<file path="src/rtl/irq_route_ctrl.sv">
module irq_route_ctrl #(
  parameter int NSRC = 16,
  parameter int NDMA = 4,
  localparam int IW = $clog2(NSRC)
) (
  input  logic             clk,
  input  logic             rst_n,
  input  logic [NSRC-1:0]  src_irq,
  input  logic [NSRC-1:0]  dma_claim,
  input  logic             te_wr,
  input  logic [NSRC-1:0]  te_wdata,
  output logic [NSRC-1:0]  te_en,
  input  logic [NDMA*IW-1:0] dma_sel,
  input  logic [NDMA-1:0]  dma_ack,
  output logic [NDMA-1:0]  dma_req,
  output logic             act_valid,
  output logic [IW-1:0]    act_idx,
  input  logic             act_ready,
  input  logic             done,
  input  logic             done_isel,
  input  logic             done_cnt0,
  input  logic             cpu_ack,
  input  logic [IW-1:0]    cpu_ack_idx,
  output logic [NSRC-1:0]  cpu_pend,
  output logic             cpu_irq
);

  localparam logic [NSRC-1:0] ONE = NSRC'(1);

  logic [NSRC-1:0] req_q, dlat_q, te_q, pend_q;
  logic [NSRC-1:0] elig, to_cpu, dclr, fin_mask, acc_mask, ack_mask;
  logic            busy_q;
  logic [IW-1:0]   cur_q, win;
  logic            accept, finish;

  assign elig   = req_q & te_q & ~dma_claim;
  assign to_cpu = req_q & ~te_q & ~dma_claim;

  always_comb begin
    win = '0;
    for (int i = NSRC - 1; i >= 0; i--)
      if (elig[i]) win = IW'(i);
  end

  assign act_valid = ~busy_q & (|elig);
  assign act_idx   = win;
  assign accept    = act_valid & act_ready;
  assign finish    = busy_q & done & (done_isel | done_cnt0);

  assign acc_mask = accept ? (ONE << win) : '0;
  assign fin_mask = finish ? (ONE << cur_q) : '0;
  assign ack_mask = cpu_ack ? (ONE << cpu_ack_idx) : '0;

  always_comb begin
    dclr = '0;
    for (int c = 0; c < NDMA; c++)
      if (dma_ack[c]) dclr[dma_sel[c*IW +: IW]] = 1'b1;
  end

  for (genvar c = 0; c < NDMA; c++) begin : g_dma
    assign dma_req[c] = dlat_q[dma_sel[c*IW +: IW]];
  end

  always_ff @(posedge clk) begin
    if (!rst_n) begin
      req_q  <= '0;
      dlat_q <= '0;
      te_q   <= '0;
      pend_q <= '0;
      busy_q <= 1'b0;
      cur_q  <= '0;
    end else begin
      req_q  <= (req_q & ~to_cpu & ~acc_mask) | (src_irq & ~dma_claim);
      dlat_q <= (dlat_q & ~dclr) | src_irq;
      te_q   <= (te_wr ? te_wdata : te_q) & ~fin_mask;
      pend_q <= (pend_q & ~ack_mask) | to_cpu | fin_mask;
      if (accept) begin
        busy_q <= 1'b1;
        cur_q  <= win;
      end else if (busy_q && done) begin
        busy_q <= 1'b0;
      end
    end
  end

  assign te_en    = te_q;
  assign cpu_pend = pend_q;
  assign cpu_irq  = |pend_q;

endmodule

</file>
<file path="config.mk">
export PLATFORM = sky130hd
export DESIGN_NAME = irq_route_ctrl
export DESIGN_NICKNAME = d
export VERILOG_FILES = /design/src/rtl/irq_route_ctrl.sv
export SDC_FILE = /design/constraint.sdc
export NUM_CORES = 1
export LEC_CHECK = 0
export BUFFER_PORTS_ARGS = -buffer_cell sky130_fd_sc_hd__buf_2
export CAP_MARGIN = 20
export CORE_ASPECT_RATIO = 1.2
export CORE_UTILIZATION = 50
export DETAILED_ROUTE_END_ITERATION = 8
export HOLD_SLACK_MARGIN = 0.06
export PLACE_DENSITY = 0.73
export SYNTH_ARGS = -nofsm -noshare
export SYNTH_HDL_FRONTEND = slang
export SYNTH_SLANG_ARGS = --single-unit
</file>
<file path="constraint.sdc">
create_clock -name clk -period 2.2 [get_ports clk]
set_clock_uncertainty 0.2 [all_clocks]
set_input_delay 0.11 -clock clk [delete_from_list [all_inputs] [get_ports clk]]
set_output_delay 0.11 -clock clk [all_outputs]
set_load 0.02 [all_outputs]
</file>
# After elaboration in Yosys (flattened, before gate mapping)
# Index checks and enable logic that the tools add are counted.
dict set report classes {
  n_mux 42
  n_bitwise 30
  reduce_logical 8
  n_lt_le_gt_ge 8
  shifts 3
}
# op n
set ops {}
lappend ops {{16-bit AND} 10}
lappend ops {{16-bit two-way mux} 8}
lappend ops {{16-bit NOT} 7}
lappend ops {{16-bit OR} 7}
lappend ops {{4-bit two-way mux} 16}
lappend ops {{1-bit by 4-bit << shifter with 16-bit output (first input constant)} 3}
lappend ops {{16-bit OR reduction} 2}
lappend ops {{4-bit by 5-bit < comparator with 1-bit output (second input constant)} 4}
lappend ops {{1-bit binary-select mux with 4-bit select} 4}
lappend ops {{1-bit demux with 4-bit select} 4}
lappend ops {{4-bit by 1-bit >= comparator with 1-bit output (second input constant)} 4}
lappend ops {{1-bit two-way mux} 10}
lappend ops {{1-bit logical AND} 5}
lappend ops {{1-bit AND} 4}
lappend ops {{2-bit nonzero test} 1}
lappend ops {{1-bit NOT} 1}
lappend ops {{1-bit OR} 1}
dict set report word_totals {
  inputBits 80
  reg_bits 69
  wordCells 97
}

# Longest topological paths before layout
# Gate-level depths: netlist (run 1).
dict set report logic_depth {
  depth_word 23
  ltp_mapped 7
  depth_no_buf 7
}

# Least setup slack after synthesis (run 1)
# OpenSTA, ideal clock, no wires.
dict set report synth_path {
  path_type {reg-to-reg}
  from {reg te_q[11], in the netlist te_en[11]}
  to {reg cur_q[2]}
  setup_slack_ns 0.147
  setup_time_ns 0.071
  path_stages_with_launch 7
  t_arrival_ns 1.782
  period_less_slack_ns 2.053
  path_cell_list {dfxtp_1 > and3b_1 > nor4_2 > nand2_1 > a21oi_1 > nand2_1 > a21oi_1}
}
dict set report synth_between {
  elab_chain_cells 14
  elab_cells_between_ends 17
  cone_classes {mux (12); bitwise (4); reduce/logical (1)}
}
# item line_no
set synth_rtl {}
lappend synth_rtl {{start, declared} 30} ;# logic [NSRC-1:0] req_q, dlat_q, te_q, pend_q;
lappend synth_rtl {{start signal, assigned} 75} ;# te_q <= (te_wr ? te_wdata : te_q) & ~fin_mask;
lappend synth_rtl {{16-bit AND (2 in series)} 36} ;# assign elig = req_q & te_q & ~dma_claim;
lappend synth_rtl {{4-bit two-way mux (12 in series)} 42} ;# if (elig[i]) win = IW'(i);
lappend synth_rtl {{named net act_idx[2]} 17} ;# output logic [IW-1:0] act_idx,
lappend synth_rtl {{end signal, assigned} 79} ;# cur_q <= win;
lappend synth_rtl {{end, declared} 33} ;# logic [IW-1:0] cur_q, win;
# The timed path passes the listed nets, and every way through them passes these cells.
# A chain may end at the register's enable or synchronous reset.

# Final worst setup path (run 1)
dict set report layout_path {
  from {reg te_q[9], in the netlist te_en[9]}
  to {out act_idx[1]}
}
dict set report layout_between {
  elab_chain_cells 12
}
# item line_no
set layout_rtl {}
lappend layout_rtl {{16-bit AND (2 in series)} 36}
lappend layout_rtl {{4-bit two-way mux (10 in series)} 42}
lappend layout_rtl {{end, declared} 17}
# No other way between the ends.

==> qor.yml, run 1 <==
synth:
  synth_area_mm2: 0.00436
  synth_xor_area_share_pct: 0
  yosys_most_used_dff: "dfxtp_1"
  yosysTopAreaCellShare_pct: 31.7
  synth_edf_count: 0
  synth_top_family_by_area: "simple AND/OR/NAND/NOR gates"
  yosysTopAreaCell: "dfxtp_1"
  synth_cells: 527
  synth_compound_area_share_pct: 20.2
  synth_seq_cells: 69
  yosysWarnings: 0
  synth_mux_area_share_pct: 14.1
  ys_async_sr_fraction_pct: 0
  synth_seq_area_share_pct: 31.7
  synthAdderAreaFrac_pct: 0
  netlist_top_cells_area: "dfxtp_1, mux4_2, nor2_1"
  synth.avg_cell_area_um2: 8.27
  synth-simple-area-share_pct: 30.7
  synth_cell_type_count: 49
  synth.net_count: 607
pwr:
  leakage_nw: 2.67
  power.internal_mw: 2.46
  design_power_total_mw: 3.54
  p_seq_share_pct: 39.8
  power_density_mw_per_mm2: 564
  p_comb_share_pct: 25.9
  p_switching_mw: 1.08
  ir_worst_vdd_uv: 381
  swShare_pct: 30.4
  power.share.clock_pct: 34.2
grt:
  first_global_vias: 5306
  grt_usage_pct: 40.1
  antenna_found_initial: 0
  grt-ovfl-total: 0
  grt_max_degree: 39
  grt_pass1_wl_um: 27400
timing:
  fin_ws_ps: -247
  fin_crit_ps: 2450
  rsz0062_at_grt: "yes"
  maxSlewHeadroom_pct: 65.5
  period_share_pct: 111
  clock.fmax_mhz: 409
  setup_viol: 10
  fin_setup_tns_ps: -707
  tightest_slew_ps: 516
  slew_violations: 0
  hold_viol: 0
floorplanning:
  io_pins: 122
  chipWidth_um: 87.2
  core-area_mm2: 0.00829
  initial_utilization_pct: 52.6
  num_rows: 36
  dieHeight_um: 104
  dieArea_mm2: 0.00909
cells_and_area:
  syn_to_final_growth_pct: 43.9
  multi_input_area_mm2: 0.00295
  drive_gt1_share_pct: 32.8
  final_util_pct: 75.7
  diodes: 0
  finalNetCount: 807
  fillers: 637
  final_area_mm2: 0.00627
  ff_latch_area_mm2: 0.00140
critical_path:
  crit_type: "flop to primary output"
  arrival_ps: 2140
  required_ps: 1890
  reg2reg_depth: 7
  cp-end-kind: "primary output"
  cp-start-kind: "flop"
  cp_max_fo: 5
drt:
  vias_per_cell: 6.52
  drcViolationCount: 0
  wl_per_cell_um: 22.0
  drtPass1Iterations: 6
  drt-total-wl_um: 18600
  antenna_left: 0
  vias: 5519
  first_iter_violations: 492
cts:
  numCtsBuffers: 9
  clockBufferDepth: 2
  root_buffer: "clkbuf_8"
  cts_tree: "built"
  htreeDepth: 3
  cts_num_sinks: 69
  clk_pin_slew_ps: 80
  clock_latency_ps: 340
worst_hold_path:
  whs_path_depth: 5
  hold_path_class: "input pin to flop"
placed_design:
  dpl-instance-area_mm2: 0.00511
  dpl.hpwl_um: 12600
  io_buffer_count: 121
  routabilityCongestion: 0.988
outcome:
  outcome: "finished, violations left"
  violations: "setup timing"
job:
  maxCapViolations: 0
-- per-stage QoR --
stage	hold WS (ps)	setup slack (ps)	std cells
after floorplan	27.4	147	527
after global placement	130	71.1	749
after detailed placement	142	67.3	749
after CTS	77.1	-162	835
after global routing	105	-299	846
final	113	-247	846
-- cell usage in the layout, fill, tap and decap left out, types with 16 or more instances in the layout --
cell           synthesis  layout
buf_2                  2     117
dlygate4sd3_1          0      64
nor2_1                64      62
dfxtp_1               69      54
nand2_1               44      43
buf_4                  0      34
o21ai_0               28      27
nor3_1                26      26
a21oi_1               28      25
nand2b_1              23      23
mux4_2                20      20
a31oi_1               18      18
nor2b_1               16      16
-- cell usage after synthesis (4+ instances only) --
library cell	count
o31ai_1	5
nor4_1	9
nor2_1	64
o21ai_0	28
mux2i_1	13
and3b_1	16
a21oi_1	28
nand2b_1	23
nand2_1	44
nand3b_1	11
a41oi_1	6
inv_1	7
dfxtp_1	69
o22ai_1	10
a31oi_1	18
nor3_1	26
o21a_1	4
or3_1	7
clkbuf_1	27
a221oi_1	4
nor2b_1	16
mux4_2	20
nor3b_1	4
a211oi_1	11
and3_1	5
nand3_1	13
or3b_2	4
-- layout make-up --
| cell class | instances | area share, % |
|---|---|---|
| inverter | 8 | 0.479 |
| clock inverter | 5 | 1.30 |
| clock buffer | 11 | 2.41 |
| tap | 114 | 2.27 |
| sequential | 69 | 22.4 |
| timing repair buffer | 218 | 24.2 |
| multi-input combinational | 421 | 47.0 |
-- per-layer routing --
layer / wire length [um] / vias to the layer above / track usage [%]
met1: 6450 / 2583 / 44.5
li1: - / 2394 / -
met5: 0 / - / 0
met3: 1640 / 109 / 7.54
met4: 1210 / 0 / 25.2
met2: 9280 / 433 / 69.0
-- state kept, by name (all words and copies together) (netlist names) --
signal    flops
cpu_pend     16
dlat_q       16
req_q        16
te_en        16
cur_q         4
busy_q        1
-- cells by family after synthesis --
group	after synthesis
AND/OR/NAND/NOR	250
AO/OA/AOI/OAI	135
flip-flops	69
buffers and inverters	37
multiplexers	36
-- critical path, stage by stage, from the launching register on --
cell	delay, ps
dfxtp_1	360
and3b_1	270
nor2_1	180
o31ai_2	120
a211o_1	340
a211o_4	350
inv_2	60
buf_6	110
-- repair_timing --
item,CTS,global route
setup buffers,6,11
setup endpoints to repair,5,16
endpoints found under the hold margin,65,0
hold buffers,64,0
resized for setup,13,37
pin swaps,6,15
-- path summary, 6_finish.rpt --
path	start	to	slack, ps
worst max-delay path	te_en[9]	act_idx[1]	-250
worst min register to register	req_q[1]	req_q[1]	320
worst min-delay path	dma_claim[5]	req_q[5]	110
worst max register to register	te_en[9]	req_q[9]	-100
-- power groups by stage --
stage	Sequential (mW)	Combinational, mW	Clock [mW]
6_report	1.41	0.917	1.21
5_1_grt	1.42	0.969	1.26
4_1_cts	1.40	0.841	1.21
3_5_place_dp	1.43	0.726	0
3_3_place_gp	1.42	0.722	0
2_1_floorplan	1.44	0.421	0
No activity file was read; power rests on OpenSTA's default activity.
==> inputs of run 2 (changes only) <==
Settings changed: MAX_ROUTING_LAYER set to met4.
==> run 2 against run 1 <==
The flow still finishes with violations (setup timing); final cell count increased by 0.47%; via count increased by 0.51%; clock power about the same.
==> qor.yml, run 2 (same netlist as run 1, synthesis figures left out) <==
cells_and_area:
  final_area_mm2: 0.00634  # was 0.00627 mm2
  fin_cells: 850  # was 846
  final_common_cell: "buf_2"  # unchanged
  finalNetCount: 811  # was 807
  final_util_pct: 76.5  # was 75.7%
  drive_gt1_share_pct: 33.0  # was 32.8%
  final_cell_mix: "buf_2, dlygate4sd3_1, nor2_1"  # unchanged
  syn_to_final_growth_pct: 45.5  # was 43.9%
  diodes: 0  # unchanged
outcome:
  violations: "setup timing"  # unchanged
  outcome: "finished, violations left"  # unchanged
drt:
  vias_per_cell: 6.53  # was 6.52
  wl_per_cell_um: 23.1  # was 22.0 um
  first_iter_violations: 603  # was 492
  drcViolationCount: 0  # unchanged
  drtPass1Iterations: 6  # unchanged
  drt-total-wl_um: 19600  # was 18600 um
  antenna_left: 0  # unchanged
  vias: 5547  # was 5519
cts:
  htreeDepth: 3  # unchanged
  clockBufferDepth: 2  # unchanged
  numCtsBuffers: 9  # unchanged
  root_buffer: "clkbuf_8"  # unchanged
  cts_num_sinks: 69  # unchanged
  cts_tree: "built"  # unchanged
  clk_pin_slew_ps: 80  # about the same
  clock_latency_ps: 370  # was 340 ps
floorplanning:
  chipWidth_um: 87.2  # unchanged
  dieArea_mm2: 0.00909  # unchanged
  core-area_mm2: 0.00829  # unchanged
  dieHeight_um: 104  # unchanged
  initial_utilization_pct: 52.6  # unchanged
  io_pins: 122  # unchanged
  num_rows: 36  # unchanged
grt:
  grt-ovfl-total: 0  # unchanged
  grt_max_degree: 38  # was 39
  grt_usage_pct: 42.5  # was 40.1%
  antenna_found_initial: 0  # unchanged
  grt_pass1_wl_um: 27900  # was 27400 um
  first_global_vias: 5149  # was 5306
placed_design:
  dpl-instance-area_mm2: 0.00511  # about the same
  routabilityCongestion: 0.988  # about the same
  io_buffer_count: 121  # unchanged
  dpl.hpwl_um: 12700  # was 12600 um
  dp_cells: 748  # was 749
timing:
  rsz0062_at_grt: "yes"  # unchanged
  fin_ws_ps: -203  # was -247 ps
  hold_viol: 0  # unchanged
  period_share_pct: 109  # was 111%
  clock.fmax_mhz: 416  # was 409 MHz
  maxSlewHeadroom_pct: 58.5  # was 65.5%
  tightest_slew_ps: 621  # was 516 ps
  slew_violations: 0  # unchanged
  setup_viol: 10  # unchanged
  fin_crit_ps: 2400  # was 2450 ps
pwr:
  power_density_mw_per_mm2: 563  # was 564 mW/mm2
  design_power_total_mw: 3.57  # was 3.54 mW
  ir_worst_vdd_uv: 554  # was 381 uV
  leakage_nw: 2.71  # was 2.67 nW
critical_path:
  cp-start-kind: "flop"  # unchanged
  slowest_delay_ps: 360  # about the same
  cp_max_fo: 6  # was 5
  required_ps: 1890  # about the same
  crit_type: "flop to primary output"  # unchanged
  cp-end-kind: "primary output"  # unchanged
  crit_chain: "and3b_1 > a211oi_2 > o31ai_2 > a211o_1 > a211o_4 > inv_2 > buf_6"  # was and3b_1 > nor2_1 > o31ai_2 > a211o_1 > a211o_4 > inv_2 > buf_6
  slowest_stage: "dfxtp_2"  # was dfxtp_1
  arrival_ps: 2090  # was 2140 ps
worst_hold_path:
  hold_path_class: "input pin to flop"  # unchanged
job:
  maxCapViolations: 0  # unchanged
## run 2: cell count changes in the layout (fill, tap and decap cells not counted), moves of 2 or more
cell and delta:
buf_2 -4, buf_6 +4, clkbuf_1 +2, dfxtp_1 +3, dfxtp_2 -3, buf_4 +4
## run 2: worst max-delay path: cells and delay by family, from the launching register on
kind,cells,cell delay (ps)
AO/OA/AOI/OAI,4,1010
buffers and inverters,2,180
flip-flops,1,360
AND/OR/NAND/NOR,1,180
## run 2: power by group
group	switching, mW	internal (mW)	leakage (nW)
logic	0.504	0.445	2.02
registers	0.0843	1.33	0.573
clock network	0.509	0.702	0.110
## run 2: through the flow
stage,hold WS (ps),TNS (ps),worst slack (ps)
finish,65.8,-529,-203
floorplan,27.4,0,147
global placement,132,0,86.6
global route,105,-1000,-222
detailed placement,144,0,50.8
CTS,61.7,-384,-150
## run 2: per-layer routing
layer	up-vias	share of wire [%]	global-route usage [%]
li1	2407	-	-
met1	2568	34	44.3
met2	433	50	74.1
met3	139	9.1	6.83
met4	0	6.5	24.9
met5	-	0	-
## run 2: repair_timing
action                                  4_1_cts  5_1_grt
hold buffers                                 64        0
endpoints found under the setup margin        5       17
pin swaps                                    11       12
hold endpoints to repair                     64        0
setup buffers                                16        8
gates resized for setup                      21       40
## run 2: worst paths after layout
check                           slack, ps        from          to  cells after the start
worst max-delay path                 -200   te_en[12]  act_idx[1]                      7
worst min-delay path                   70  dma_ack[0]   dlat_q[6]                      6
worst max register to register        -20   req_q[13]    req_q[9]                     10
worst min register to register        330    cur_q[2]    cur_q[2]                      2
## run 2: cell type report
class,instances,area (um2)
clock buffers,13,159
clock inverters,3,67.6
fillers,610,1950
inverters,8,30.0
multi-input cells,421,2970
flip-flops and latches,69,1400
well taps,114,143
repair buffers,222,1570
